===== config.mk =====
export PLATFORM = sky130hd
export DESIGN_NAME = bitframe_rx
export DESIGN_NICKNAME = d
export VERILOG_FILES = /design/src/rtl/bitframe_pkg.sv /design/src/rtl/bf_destuff.sv /design/src/rtl/bf_crc16.sv /design/src/rtl/bf_packer.sv /design/src/rtl/bitframe_rx.sv
export SDC_FILE = /design/constraint.sdc
export NUM_CORES = 1
export LEC_CHECK = 0
export CAP_MARGIN = 20
export CORE_MARGIN = 2
export CORE_UTILIZATION = 56
export CTS_CLUSTER_DIAMETER = 30
export DETAILED_ROUTE_END_ITERATION = 8
export GPL_TIMING_DRIVEN = 0
export PLACE_DENSITY = 0.79
export SLEW_MARGIN = 25
export SYNTH_ARGS = -nofsm -noshare
export SYNTH_HDL_FRONTEND = slang
export SYNTH_HIERARCHICAL = 1
export SYNTH_SLANG_ARGS = --single-unit

===== constraint.sdc =====
create_clock -name clk -period 3.4 [get_ports clk]
set_input_delay 0.34 -clock clk [delete_from_list [all_inputs] [get_ports clk]]
set_output_delay 0.34 -clock clk [all_outputs]
set_load 0.005 [all_outputs]

===== src/rtl/bitframe_pkg.sv =====
package bitframe_pkg;
  localparam int CRC_W = 16;
  localparam logic [CRC_W-1:0] CRC_POLY    = 16'h1021;
  localparam logic [CRC_W-1:0] CRC_PRESET  = 16'hFFFF;
  localparam logic [CRC_W-1:0] CRC_RESIDUE = 16'h1D0F;

  typedef enum logic {ST_HUNT, ST_ACTIVE} link_state_t;
endpackage


===== src/rtl/bf_destuff.sv =====
module bf_destuff
  import bitframe_pkg::*;
#(
  parameter int STUFF_RUN = 5
) (
  input  logic clk,
  input  logic rst,
  input  logic bit_en,
  input  logic rx_bit,
  output logic dat_en,
  output logic dat_bit,
  output logic frm_open,
  output logic frm_close,
  output logic frm_abort,
  output logic eop_hit
);
  localparam int FLAG_RUN  = STUFF_RUN + 1;
  localparam int ABORT_RUN = STUFF_RUN + 2;
  localparam int DLY       = FLAG_RUN + 1;
  localparam int CNT_W     = $clog2(ABORT_RUN + 2);
  localparam int DC_W      = $clog2(DLY + 1);

  link_state_t      st_q, st_d;
  logic [CNT_W-1:0] ones_q, ones_d;
  logic [DLY-1:0]   dly_q, dly_d;
  logic [DC_W-1:0]  dcnt_q, dcnt_d;
  logic             has_q, has_d;
  logic             cand_q, cand_d;
  logic             push;

  always_comb begin
    st_d = st_q; ones_d = ones_q; dly_d = dly_q; dcnt_d = dcnt_q;
    has_d = has_q; cand_d = cand_q; push = 1'b0;
    dat_en = 1'b0; dat_bit = 1'b0;
    frm_open = 1'b0; frm_close = 1'b0; frm_abort = 1'b0; eop_hit = 1'b0;
    if (bit_en) begin
      if (rx_bit) begin
        if (ones_q < CNT_W'(ABORT_RUN + 1)) ones_d = ones_q + 1'b1;
        if (st_q == ST_ACTIVE) begin
          if (ones_q == CNT_W'(ABORT_RUN - 1)) begin
            st_d      = ST_HUNT;
            cand_d    = !has_q && (dcnt_q == DC_W'(FLAG_RUN));
            frm_abort = has_q || (dcnt_q != DC_W'(FLAG_RUN));
          end else begin
            push = 1'b1;
          end
        end
      end else begin
        ones_d = '0;
        cand_d = 1'b0;
        if (ones_q == CNT_W'(FLAG_RUN)) begin
          frm_close = (st_q == ST_ACTIVE) && has_q;
          frm_open  = 1'b1;
          st_d      = ST_ACTIVE;
          dcnt_d    = '0;
          has_d     = 1'b0;
        end else if (st_q == ST_HUNT) begin
          eop_hit = cand_q && (ones_q == CNT_W'(ABORT_RUN));
        end else if (ones_q != CNT_W'(STUFF_RUN)) begin
          push = 1'b1;
        end
      end
    end
    if (push) begin
      dly_d = {dly_q[DLY-2:0], rx_bit};
      if (dcnt_q == DC_W'(DLY)) begin
        dat_en  = 1'b1;
        dat_bit = dly_q[DLY-1];
        has_d   = 1'b1;
      end else begin
        dcnt_d = dcnt_q + 1'b1;
      end
    end
  end

  always_ff @(posedge clk) begin
    if (rst) begin
      st_q <= ST_HUNT; ones_q <= '0; dly_q <= '0; dcnt_q <= '0;
      has_q <= 1'b0; cand_q <= 1'b0;
    end else begin
      st_q <= st_d; ones_q <= ones_d; dly_q <= dly_d; dcnt_q <= dcnt_d;
      has_q <= has_d; cand_q <= cand_d;
    end
  end

  assert_zero_clears_run_R2: assert property (@(posedge clk) disable iff (rst)
    (bit_en && !rx_bit) |=> (ones_q == '0));
  assert_abort_to_hunt_R9: assert property (@(posedge clk) disable iff (rst)
    frm_abort |=> (st_q == ST_HUNT));
endmodule


===== src/rtl/bf_crc16.sv =====
module bf_crc16
  import bitframe_pkg::*;
#(
  parameter int W = CRC_W,
  parameter logic [W-1:0] POLY   = CRC_POLY,
  parameter logic [W-1:0] PRESET = CRC_PRESET
) (
  input  logic         clk,
  input  logic         rst,
  input  logic         init,
  input  logic         en,
  input  logic         din,
  output logic [W-1:0] crc_q
);
  logic fb;
  assign fb = crc_q[W-1] ^ din;

  always_ff @(posedge clk) begin
    if (rst || init)  crc_q <= PRESET;
    else if (en)      crc_q <= {crc_q[W-2:0], 1'b0} ^ (fb ? POLY : '0);
  end

  assert_preset_on_delim_R5: assert property (@(posedge clk) disable iff (rst)
    init |=> (crc_q == PRESET));
endmodule


===== src/rtl/bf_packer.sv =====
module bf_packer #(
  parameter int BYTE_W = 8,
  parameter int CHK_W  = 16
) (
  input  logic              clk,
  input  logic              rst,
  input  logic              dat_en,
  input  logic              dat_bit,
  input  logic              frm_open,
  input  logic              frm_close,
  input  logic              frm_abort,
  input  logic              eop_hit,
  input  logic              crc_match,
  output logic              out_valid,
  output logic [BYTE_W-1:0] out_data,
  output logic              out_sof,
  output logic              frame_good,
  output logic              frame_bad,
  output logic              frame_abort,
  output logic              eop_seen
);
  localparam int HOLD = CHK_W / BYTE_W;
  localparam int BC_W = $clog2(BYTE_W);
  localparam int HC_W = $clog2(HOLD + 1);

  logic [BYTE_W-1:0] shreg_q;
  logic [BYTE_W-1:0] hold_q [HOLD];
  logic [BC_W-1:0]   bcnt_q;
  logic [HC_W-1:0]   hcnt_q;
  logic              first_q;
  logic [BYTE_W-1:0] byte_new;
  logic              frame_ok;

  assign byte_new = {dat_bit, shreg_q[BYTE_W-1:1]};
  assign frame_ok = crc_match && (bcnt_q == '0) && (hcnt_q == HC_W'(HOLD));

  always_ff @(posedge clk) begin
    if (rst) begin
      out_valid <= 1'b0; out_data <= '0; out_sof <= 1'b0;
      frame_good <= 1'b0; frame_bad <= 1'b0; frame_abort <= 1'b0; eop_seen <= 1'b0;
      shreg_q <= '0; bcnt_q <= '0; hcnt_q <= '0; first_q <= 1'b1;
    end else begin
      out_valid <= 1'b0; out_sof <= 1'b0;
      frame_good <= 1'b0; frame_bad <= 1'b0; frame_abort <= 1'b0;
      eop_seen <= eop_hit;
      if (frm_open) begin
        frame_good <= frm_close && frame_ok;
        frame_bad  <= frm_close && !frame_ok;
        bcnt_q <= '0; hcnt_q <= '0; first_q <= 1'b1;
      end else if (frm_abort) begin
        frame_abort <= 1'b1;
        bcnt_q <= '0; hcnt_q <= '0;
      end else if (dat_en) begin
        shreg_q <= byte_new;
        if (bcnt_q == BC_W'(BYTE_W - 1)) begin
          bcnt_q <= '0;
          if (hcnt_q == HC_W'(HOLD)) begin
            out_valid <= 1'b1;
            out_data  <= hold_q[0];
            out_sof   <= first_q;
            first_q   <= 1'b0;
            for (int i = 0; i < HOLD - 1; i++) hold_q[i] <= hold_q[i+1];
            hold_q[HOLD-1] <= byte_new;
          end else begin
            for (int i = 0; i < HOLD; i++)
              if (hcnt_q == HC_W'(i)) hold_q[i] <= byte_new;
            hcnt_q <= hcnt_q + 1'b1;
          end
        end else begin
          bcnt_q <= bcnt_q + 1'b1;
        end
      end
    end
  end

  assert_sof_with_byte_R3: assert property (@(posedge clk) disable iff (rst)
    out_sof |-> out_valid);
  assert_byte_spacing_R3: assert property (@(posedge clk) disable iff (rst)
    out_valid |=> !out_valid);
  assert_single_event_R11: assert property (@(posedge clk) disable iff (rst)
    $onehot0({frame_good, frame_bad, frame_abort, eop_seen}));
endmodule


===== src/rtl/bitframe_rx.sv =====
module bitframe_rx
  import bitframe_pkg::*;
#(
  parameter int BYTE_W    = 8,
  parameter int STUFF_RUN = 5
) (
  input  logic              clk,
  input  logic              rst,
  input  logic              bit_en,
  input  logic              rx_bit,
  output logic              out_valid,
  output logic [BYTE_W-1:0] out_data,
  output logic              out_sof,
  output logic              frame_good,
  output logic              frame_bad,
  output logic              frame_abort,
  output logic              eop_seen
);
  logic dat_en, dat_bit, frm_open, frm_close, frm_abort, eop_hit;
  logic [CRC_W-1:0] crc_q;

  bf_destuff #(.STUFF_RUN(STUFF_RUN)) u_destuff (
    .clk(clk), .rst(rst), .bit_en(bit_en), .rx_bit(rx_bit),
    .dat_en(dat_en), .dat_bit(dat_bit), .frm_open(frm_open),
    .frm_close(frm_close), .frm_abort(frm_abort), .eop_hit(eop_hit)
  );

  bf_crc16 u_crc (
    .clk(clk), .rst(rst), .init(frm_open), .en(dat_en), .din(dat_bit),
    .crc_q(crc_q)
  );

  bf_packer #(.BYTE_W(BYTE_W), .CHK_W(CRC_W)) u_packer (
    .clk(clk), .rst(rst), .dat_en(dat_en), .dat_bit(dat_bit),
    .frm_open(frm_open), .frm_close(frm_close), .frm_abort(frm_abort),
    .eop_hit(eop_hit), .crc_match(crc_q == CRC_RESIDUE),
    .out_valid(out_valid), .out_data(out_data), .out_sof(out_sof),
    .frame_good(frame_good), .frame_bad(frame_bad),
    .frame_abort(frame_abort), .eop_seen(eop_seen)
  );
endmodule


==> results by group, run 1 <==
Run status
  • Status: completed

Power and ir drop
  • Logic pwr share: 2.5%
  • Switch Pwr: 0.000392 W
  • Cell Pwr Density: 424 mW/mm²
  • Switch share: between 20 and 25%
  • Leakage: between 1 and 1.5 nW
  • Internal power: about 0.0012 W
  • VDD IR max: 0.386 mV
  • Tot Pwr: approximately 0.0016 W
  • Clk network pwr share: 40.1%
  • Reg power frac: 57.5%

Floorplan
  • Num rows: 28
  • Die Wd: around 81 µm
  • Initial core utilization: 57.0%
  • Ports: 18
  • Core Region: 0.00582 mm²
  • Die area: 0.00655 mm²
  • Die Y: slightly above 80 µm

Timing
  • Clock skew: 5.28 ps
  • Hold slack final: 463 ps
  • Setup-failing EPs final: 0
  • Worst Slack Setup Final: 301 ps
  • Setup TNS: 0 ps
  • Actual slew at the worst max-slew pin: a little under 800 ps
  • Max_slew headroom: 46.6%
  • Fin crit share: slightly above 90%
  • Slew Limit Fails: 0
  • Fin. Hold Viols: 0
  • Crit path time final: 3100 ps
  • RSZ-0062 raised after global routing: no
  • Peak Freq: ~320 MHz

Placement
  • Post-DP HPWL: 3950 µm
  • Placed Instance Area: 0.00359 mm²
  • Pre-CTS WS: 210 ps
  • GPL Wtd Cong: 0.796
  • PortBufs: 17

Clocking
  • Hold-fix buffer count after cts: 0
  • Clk_lat worst skew: 350 ps
  • TritonCTS buffer count: 9
  • Sink Count: 76
  • Clock buffer depth: 2
  • Post-cts sizing count: 0
  • Buffers inserted by post-CTS timing repair: 0
  • Clock Tree Root: clkbuf_8
  • Max H-tree Level: 3
  • Clock slew at reported path FFs: 90 ps
  • CTS tree: done

Critical path
  • Crit. End Element: flop
  • R2r setup slk: 300 ps
  • WP data required: 3390 ps
  • Worst Path Max Fanout: 10
  • Startpoint Class: flop
  • Critical path type: flop to flop
  • R2R cell count: 8
  • Critical Path, Cell by Cell: inv_1 -> ha_1 -> and3b_1 -> a311oi_2 -> and2_2 -> buf_2 -> nand4_1 -> o31ai_2
  • RR Endpoint: u_packer/hold_q[1][4]$_DFFE_PP_
  • Worst r2r src: u_destuff/ones_q[0]$_SDFFE_PP0P_
  • Max stage delay cell, worst path: o31ai_2
  • Slowest stage delay, CP: 710 ps
  • WP data arrival: 3090 ps

Yosys
  • Adder-cell share of the synthesized area: around 4.5%
  • Post-Syn Nets: 309
  • Post-synthesis mux area share: 14.2%
  • Commonest cells post-synth: dfxtp_1, mux2i_1, nor2_1
  • Cell Area, Synth: 0.00332 mm²
  • Top FF cell, synth: dfxtp_1
  • Most common cell in the netlist: dfxtp_1
  • Fraction of the mapped netlist area in compound gates: roughly 5%
  • Area contributors post-synth: dfxtp_1, edfxtp_1, mux2i_1
  • Synth area leader: dfxtp_1
  • Synth async-reset ratio: 0%
  • Post-synthesis simple-gate area fraction: 19.5%
  • Register area share after synthesis: 50.7%
  • Post-synthesis cell count: 293
  • Post-synth EDFFs: 16
  • Yosys warning count: 6
  • Netlist cell types: 54
  • Top cell type's share of synthesized area: 36.2%
  • XOR/XNOR Fraction of Synth Area: 2.15%
  • Synth Area per Inst: 11.3 µm²
  • Synth Register Bits: 76
  • Largest family of logic cells by synthesized area: simple AND/OR/NAND/NOR gates

Drt
  • Router iterations before antenna repair: 4
  • Post-Route WL: 5690 µm
  • Routed WL per cell: 14.2 µm
  • DRC violations left: 0
  • Antenna Nets Post-Route: 0
  • Routed vias: about 2100
  • Via/cell ratio: 5.33
  • Initial DRC Count: 96

Min path
  • HP Class: flop to flop
  • WHS Endpoint: u_packer/hold_q[1][0]$_DFFE_PP_
  • WHS Path Cells: 0
  • HP Start: u_packer/shreg_q[1]$_SDFFE_PP0P_

Global route
  • Gr usage total: 18.9%
  • GRT overflow: 0
  • Vias in the first global route: about 2000
  • Initial antenna violation count: 0
  • Largest net degree at the start of global routing: 16
  • Global-route wire length before repair: between 9000 and 10000 µm

Run
  • Max-cap violation count: 0

Finish
  • Layout cells sized above 1: 13.8%
  • Fillcell total: 457
  • Post-layout net count: approximately 340
  • Finished Cell Area: 0.00377 mm²
  • Area Growth Syn to Fin: 13.7%
  • Number of diodes: 0
power by group through the flow:
stage	registers, W	clock network (W)	logic, W
2_1_floorplan	0.000939	0	0.0000258
3_3_place_gp	0.000940	0	0.0000386
3_5_place_dp	0.000940	0	0.0000393
4_1_cts	0.000919	0.000650	0.0000394
5_1_grt	0.000919	0.000692	0.0000432
6_report	0.000919	0.000641	0.0000392
cells in the final DEF (no fill, tap or decap), types with 5 or more instances in the layout:
| master | synthesis | routed |
|---|---|---|
| dfxtp_1 | 60 | 60 |
| clkdlybuf4s50_1 | 0 | 17 |
| mux2_2 | 6 | 6 |
| nand2b_1 | 21 | 21 |
| inv_1 | 13 | 13 |
| clkbuf_8 | 0 | 9 |
| nor3b_1 | 5 | 5 |
| mux2i_1 | 38 | 38 |
| ha_1 | 12 | 12 |
| nand2_1 | 14 | 14 |
| buf_2 | 6 | 6 |
| nor2_1 | 29 | 29 |
| edfxtp_1 | 16 | 16 |
worst max path at each step:
stage	from	end	slack (ps)	cells past startpoint
after detailed placement	rx_bit	u_packer/hold_q[1][7]$_DFFE_PP_	210	7
final	u_destuff/ones_q[0]$_SDFFE_PP0P_	u_packer/hold_q[1][4]$_DFFE_PP_	300	8
after CTS	u_destuff/ones_q[0]$_SDFFE_PP0P_	u_packer/hold_q[1][7]$_DFFE_PP_	270	8
after global placement	rx_bit	u_packer/hold_q[1][0]$_DFFE_PP_	-160	7
after floorplan	u_destuff/ones_q[0]$_SDFFE_PP0P_	u_packer/hold_q[0][0]$_DFFE_PP_	560	8
after global routing	u_destuff/ones_q[0]$_SDFFE_PP0P_	u_packer/hold_q[1][4]$_DFFE_PP_	70	8
critical path, delay by kind of cell (launching register included):
family | cells | cell delay (ps)
flops | 1 | 430
buf+inv | 2 | 300
simple gates | 3 | 690
compound gates | 2 | 1080
fa+ha+maj | 1 | 240
cells by family (layout without fill, tap and decap cells):
group	after synthesis	count (layout)
AOI/OAI and AO/OA	22	22
xor gates and xnor gates	5	5
adders and majority gates	12	12
buffers and inverters	27	60
DFF	76	76
muxes	46	46
and+or+nand+nor	105	105
layout make-up:
cell class	count	area, µm²	area share, %
Inverter	13	48.8	1.29
Multi-Input combinational cell	190	1510	40.1
Timing Repair Buffer	17	170	4.51
Tap cell	75	93.8	2.49
Clock buffer	9	124	3.28
Clock inverter	7	56.3	1.49
Sequential cell	76	1680	44.6
Buffer	14	82.6	2.19
stage by stage:
stage	instances	util, %
final	401	64.8
after floorplan	293	-
after CTS	401	64.8
after global routing	401	64.8
after detailed placement	385	61.7
after global placement	385	61.6
sequential cells by signal (all words and copies together), names as in the netlist:
signal and cells:
u_packer/frame_bad 1, u_destuff/cand_q 1, u_packer/shreg_q 7, u_packer/hold_q 16, u_crc/crc_q 16, u_destuff/dcnt_q 3
u_destuff/dly_q 7, u_packer/out_valid 1, u_packer/first_q 1, u_packer/out_data 8, u_packer/bcnt_q 3, u_packer/frame_good 1
u_packer/frame_abort 1, u_destuff/ones_q 4, u_destuff/st_q 1, u_packer/eop_seen 1, u_packer/out_sof 1, u_destuff/has_q 1
u_packer/hcnt_q 2
metal layers:
layer | global-route usage [%] | wire length [µm] | vias to the layer above
met2 | 28.8 | 2550 | 29
met4 | 10.8 | 150 | 0
met5 | 0 | 0 | -
li1 | - | - | 1091
met3 | 4.00 | 132 | 12
met1 | 24.8 | 2850 | 1006
Note: power is estimated with default switching activity, not from simulation.
==> run 2, diff against run 1 <==
Settings changed: CORE_MARGIN 2 to default, CTS_CLUSTER_DIAMETER 30 to default.
==> results by group, run 2 (synthesized netlist as in run 1, its figures left out) <==
Power and ir drop
  • Cell Pwr Density: 437 mW/mm² (+3.1%)
  • Reg power frac: 55.5% (-2.0 points)
  • Switch Pwr: 0.000379 W (-3.3%)
  • VDD IR max: 0.386 mV (about the same)
  • Leakage: 1.40 nW (+0.65%)
  • Logic pwr share: 2.4% (about the same)
  • Clk network pwr share: 42.1% (+2.0 points)
  • Switch share: 22.9% (-1.6 points)
  • Internal power: 0.00127 W (+5.6%)

Placement
  • Placed Instance Area: 0.00359 mm² (-0.10%)
  • PortBufs: 17 (unchanged)
  • Post-DP HPWL: 4060 µm (+2.8%)
  • GPL Wtd Cong: 0.766 (-3.7%)
  • Dpl cells: 382 (-0.78%)

Finish
  • Final cell count without fillers: 398 (-0.75%)
  • Layout cells sized above 1: 13.8% (unchanged)
  • Largest regs: u_crc/crc_q: 16 flops, u_packer/hold_q: 16 flops, u_packer/out_data: 8 flops
  • Finished Cell Area: 0.00378 mm² (+0.36%)
  • Commonest cells after routing, fill and taps aside: dfxtp_1, mux2i_1, nor2_1
  • Fillcell total: 458 (+0.22%)
  • Commonest non-fill, non-tap cell in the layout: dfxtp_1
  • Number of diodes: 0 (unchanged)
  • Area Growth Syn to Fin: 14.1%
  • Post-layout net count: 337 (unchanged)

Drt
  • Via/cell ratio: 5.42 (+1.6%)
  • Antenna Nets Post-Route: 0 (unchanged)
  • Routed WL per cell: 14.8 µm (+4.3%)
  • DRC violations left: 0 (unchanged)
  • Initial DRC Count: 82 (-15%)
  • Router iterations before antenna repair: 4 (unchanged)
  • Routed vias: 2156 (+0.84%)
  • Post-Route WL: 5890 µm (+3.5%)

Floorplan
  • Ports: 18 (unchanged)
  • Die Wd: 79.0 µm (-2.5%)
  • Die area: 0.00623 mm² (-4.9%)
  • Initial core utilization: 59.1% (+2.1 points)
  • Core Region: 0.00561 mm² (-3.6%)
  • Die Y: 79.0 µm (-2.5%)
  • Num rows: 27 (-3.6%)

Clocking
  • Buffers inserted by post-CTS timing repair: 0 (unchanged)
  • Clk_lat worst skew: 350 ps (about the same)
  • Hold-fix buffer count after cts: 0 (unchanged)
  • CTS tree: done
  • TritonCTS buffer count: 9 (unchanged)
  • Max H-tree Level: 3 (unchanged)
  • Clock buffer depth: 2 (unchanged)
  • Clock slew at reported path FFs: 80 ps (about the same)
  • Sink Count: 76 (unchanged)
  • Post-cts sizing count: 0 (unchanged)
  • Clock Tree Root: clkbuf_8

Critical path
  • Crit. End Element: flop
  • Worst Path Max Fanout: 10 (unchanged)
  • Critical path type: flop to flop
  • WP data arrival: 3170 ps (+80 ps)
  • Startpoint Class: flop
  • R2R cell count: 8 (unchanged)
  • WP data required: 3380 ps (about the same)

Min path
  • WHS Path Cells: 0 (unchanged)
  • HP Class: flop to flop

Global route
  • GRT overflow: 0 (unchanged)
  • Initial antenna violation count: 0 (unchanged)
  • Gr usage total: 20.8% (+1.9 points)
  • Global-route wire length before repair: 9800 µm (+4.9%)
  • Largest net degree at the start of global routing: 15 (-1)
  • Vias in the first global route: 2068 (+2.1%)

Timing
  • Setup-failing EPs final: 0 (unchanged)
  • Max_slew headroom: 45.8% (-0.87 points)
  • Fin. Hold Viols: 0 (unchanged)
  • Slew Limit Fails: 0 (unchanged)
  • Fin crit share: 93.7% (+2.6 points)
  • Hold slack final: 475 ps (+11.7 ps)
  • Clock skew: 10.1 ps (+4.77 ps)
  • RSZ-0062 raised after global routing: no
  • Peak Freq: 314 MHz (-2.8%)
  • Crit path time final: 3190 ps (+88.0 ps)
  • Actual slew at the worst max-slew pin: 809 ps (+13.0 ps)

Run status
  • Status: completed

Run
  • Max-cap violation count: 0 (unchanged)
## run 2: changes by cell type in the layout (fill, tap and decap cells not counted)
| cell | before | now |
|---|---|---|
| inv_6 | 4 | 2 |
| bufinv_16 | 0 | 1 |
| clkinv_2 | 1 | 2 |
## run 2: final cells by class
class	instances	area (µm²)	area share, %
Sequential cell	76	1680	44.4
Multi-Input combinational cell	190	1510	40.0
Timing Repair Buffer	17	170	4.50
Clock buffer	9	124	3.27
Tap cell	72	90.1	2.38
Buffer	14	82.6	2.18
Clock inverter	7	73.8	1.95
Inverter	13	48.8	1.29
## run 2: stage by stage
stage	setup TNS, ps	utilization, %	worst slack [ps]	power [W]
floorplan	0	-	557	0.000965
global placement	-1660	63.8	-130	0.000979
detailed placement	0	64.0	190	0.000979
CTS	0	67.5	240	0.00166
global route	0	67.5	53.5	0.00171
finish	0	67.5	213	0.00165
## run 2: worst paths after layout
kind	startpoint	endpoint	slack (ps)
setup / recovery	u_destuff/ones_q[0]$_SDFFE_PP0P_	u_packer/hold_q[1][4]$_DFFE_PP_	210
hold / removal	u_packer/shreg_q[1]$_SDFFE_PP0P_	u_packer/hold_q[1][0]$_DFFE_PP_	470
setup reg to reg	u_destuff/ones_q[0]$_SDFFE_PP0P_	u_packer/hold_q[1][4]$_DFFE_PP_	210
hold reg to reg	u_packer/shreg_q[1]$_SDFFE_PP0P_	u_packer/hold_q[1][0]$_DFFE_PP_	470
## run 2: layer usage
layer	global-route usage, %	vias up	share of wire (%)
li1	-	1085	-
met1	27.6	1043	50
met2	32.5	22	47
met3	4.14	6	2.1
met4	9.82	0	1.2
met5	0	-	0
## run 2: worst max-delay path: stages, from the launching register on
cell and delay [ps]:
dfxtp_1 430, inv_1 70, ha_1 240, and3b_1 220
a311oi_2 410, and2_2 280, buf_2 240, nand4_1 230
o31ai_2 720
## run 2: power by group through the flow
stage               clock network [W]  registers, W  logic (W)
global route                 0.000752      0.000919  0.0000437
floorplan                           0      0.000939  0.0000258
finish                       0.000696      0.000919  0.0000396
detailed placement                  0      0.000940  0.0000394
global placement                    0      0.000940  0.0000388
CTS                          0.000706      0.000919  0.0000397
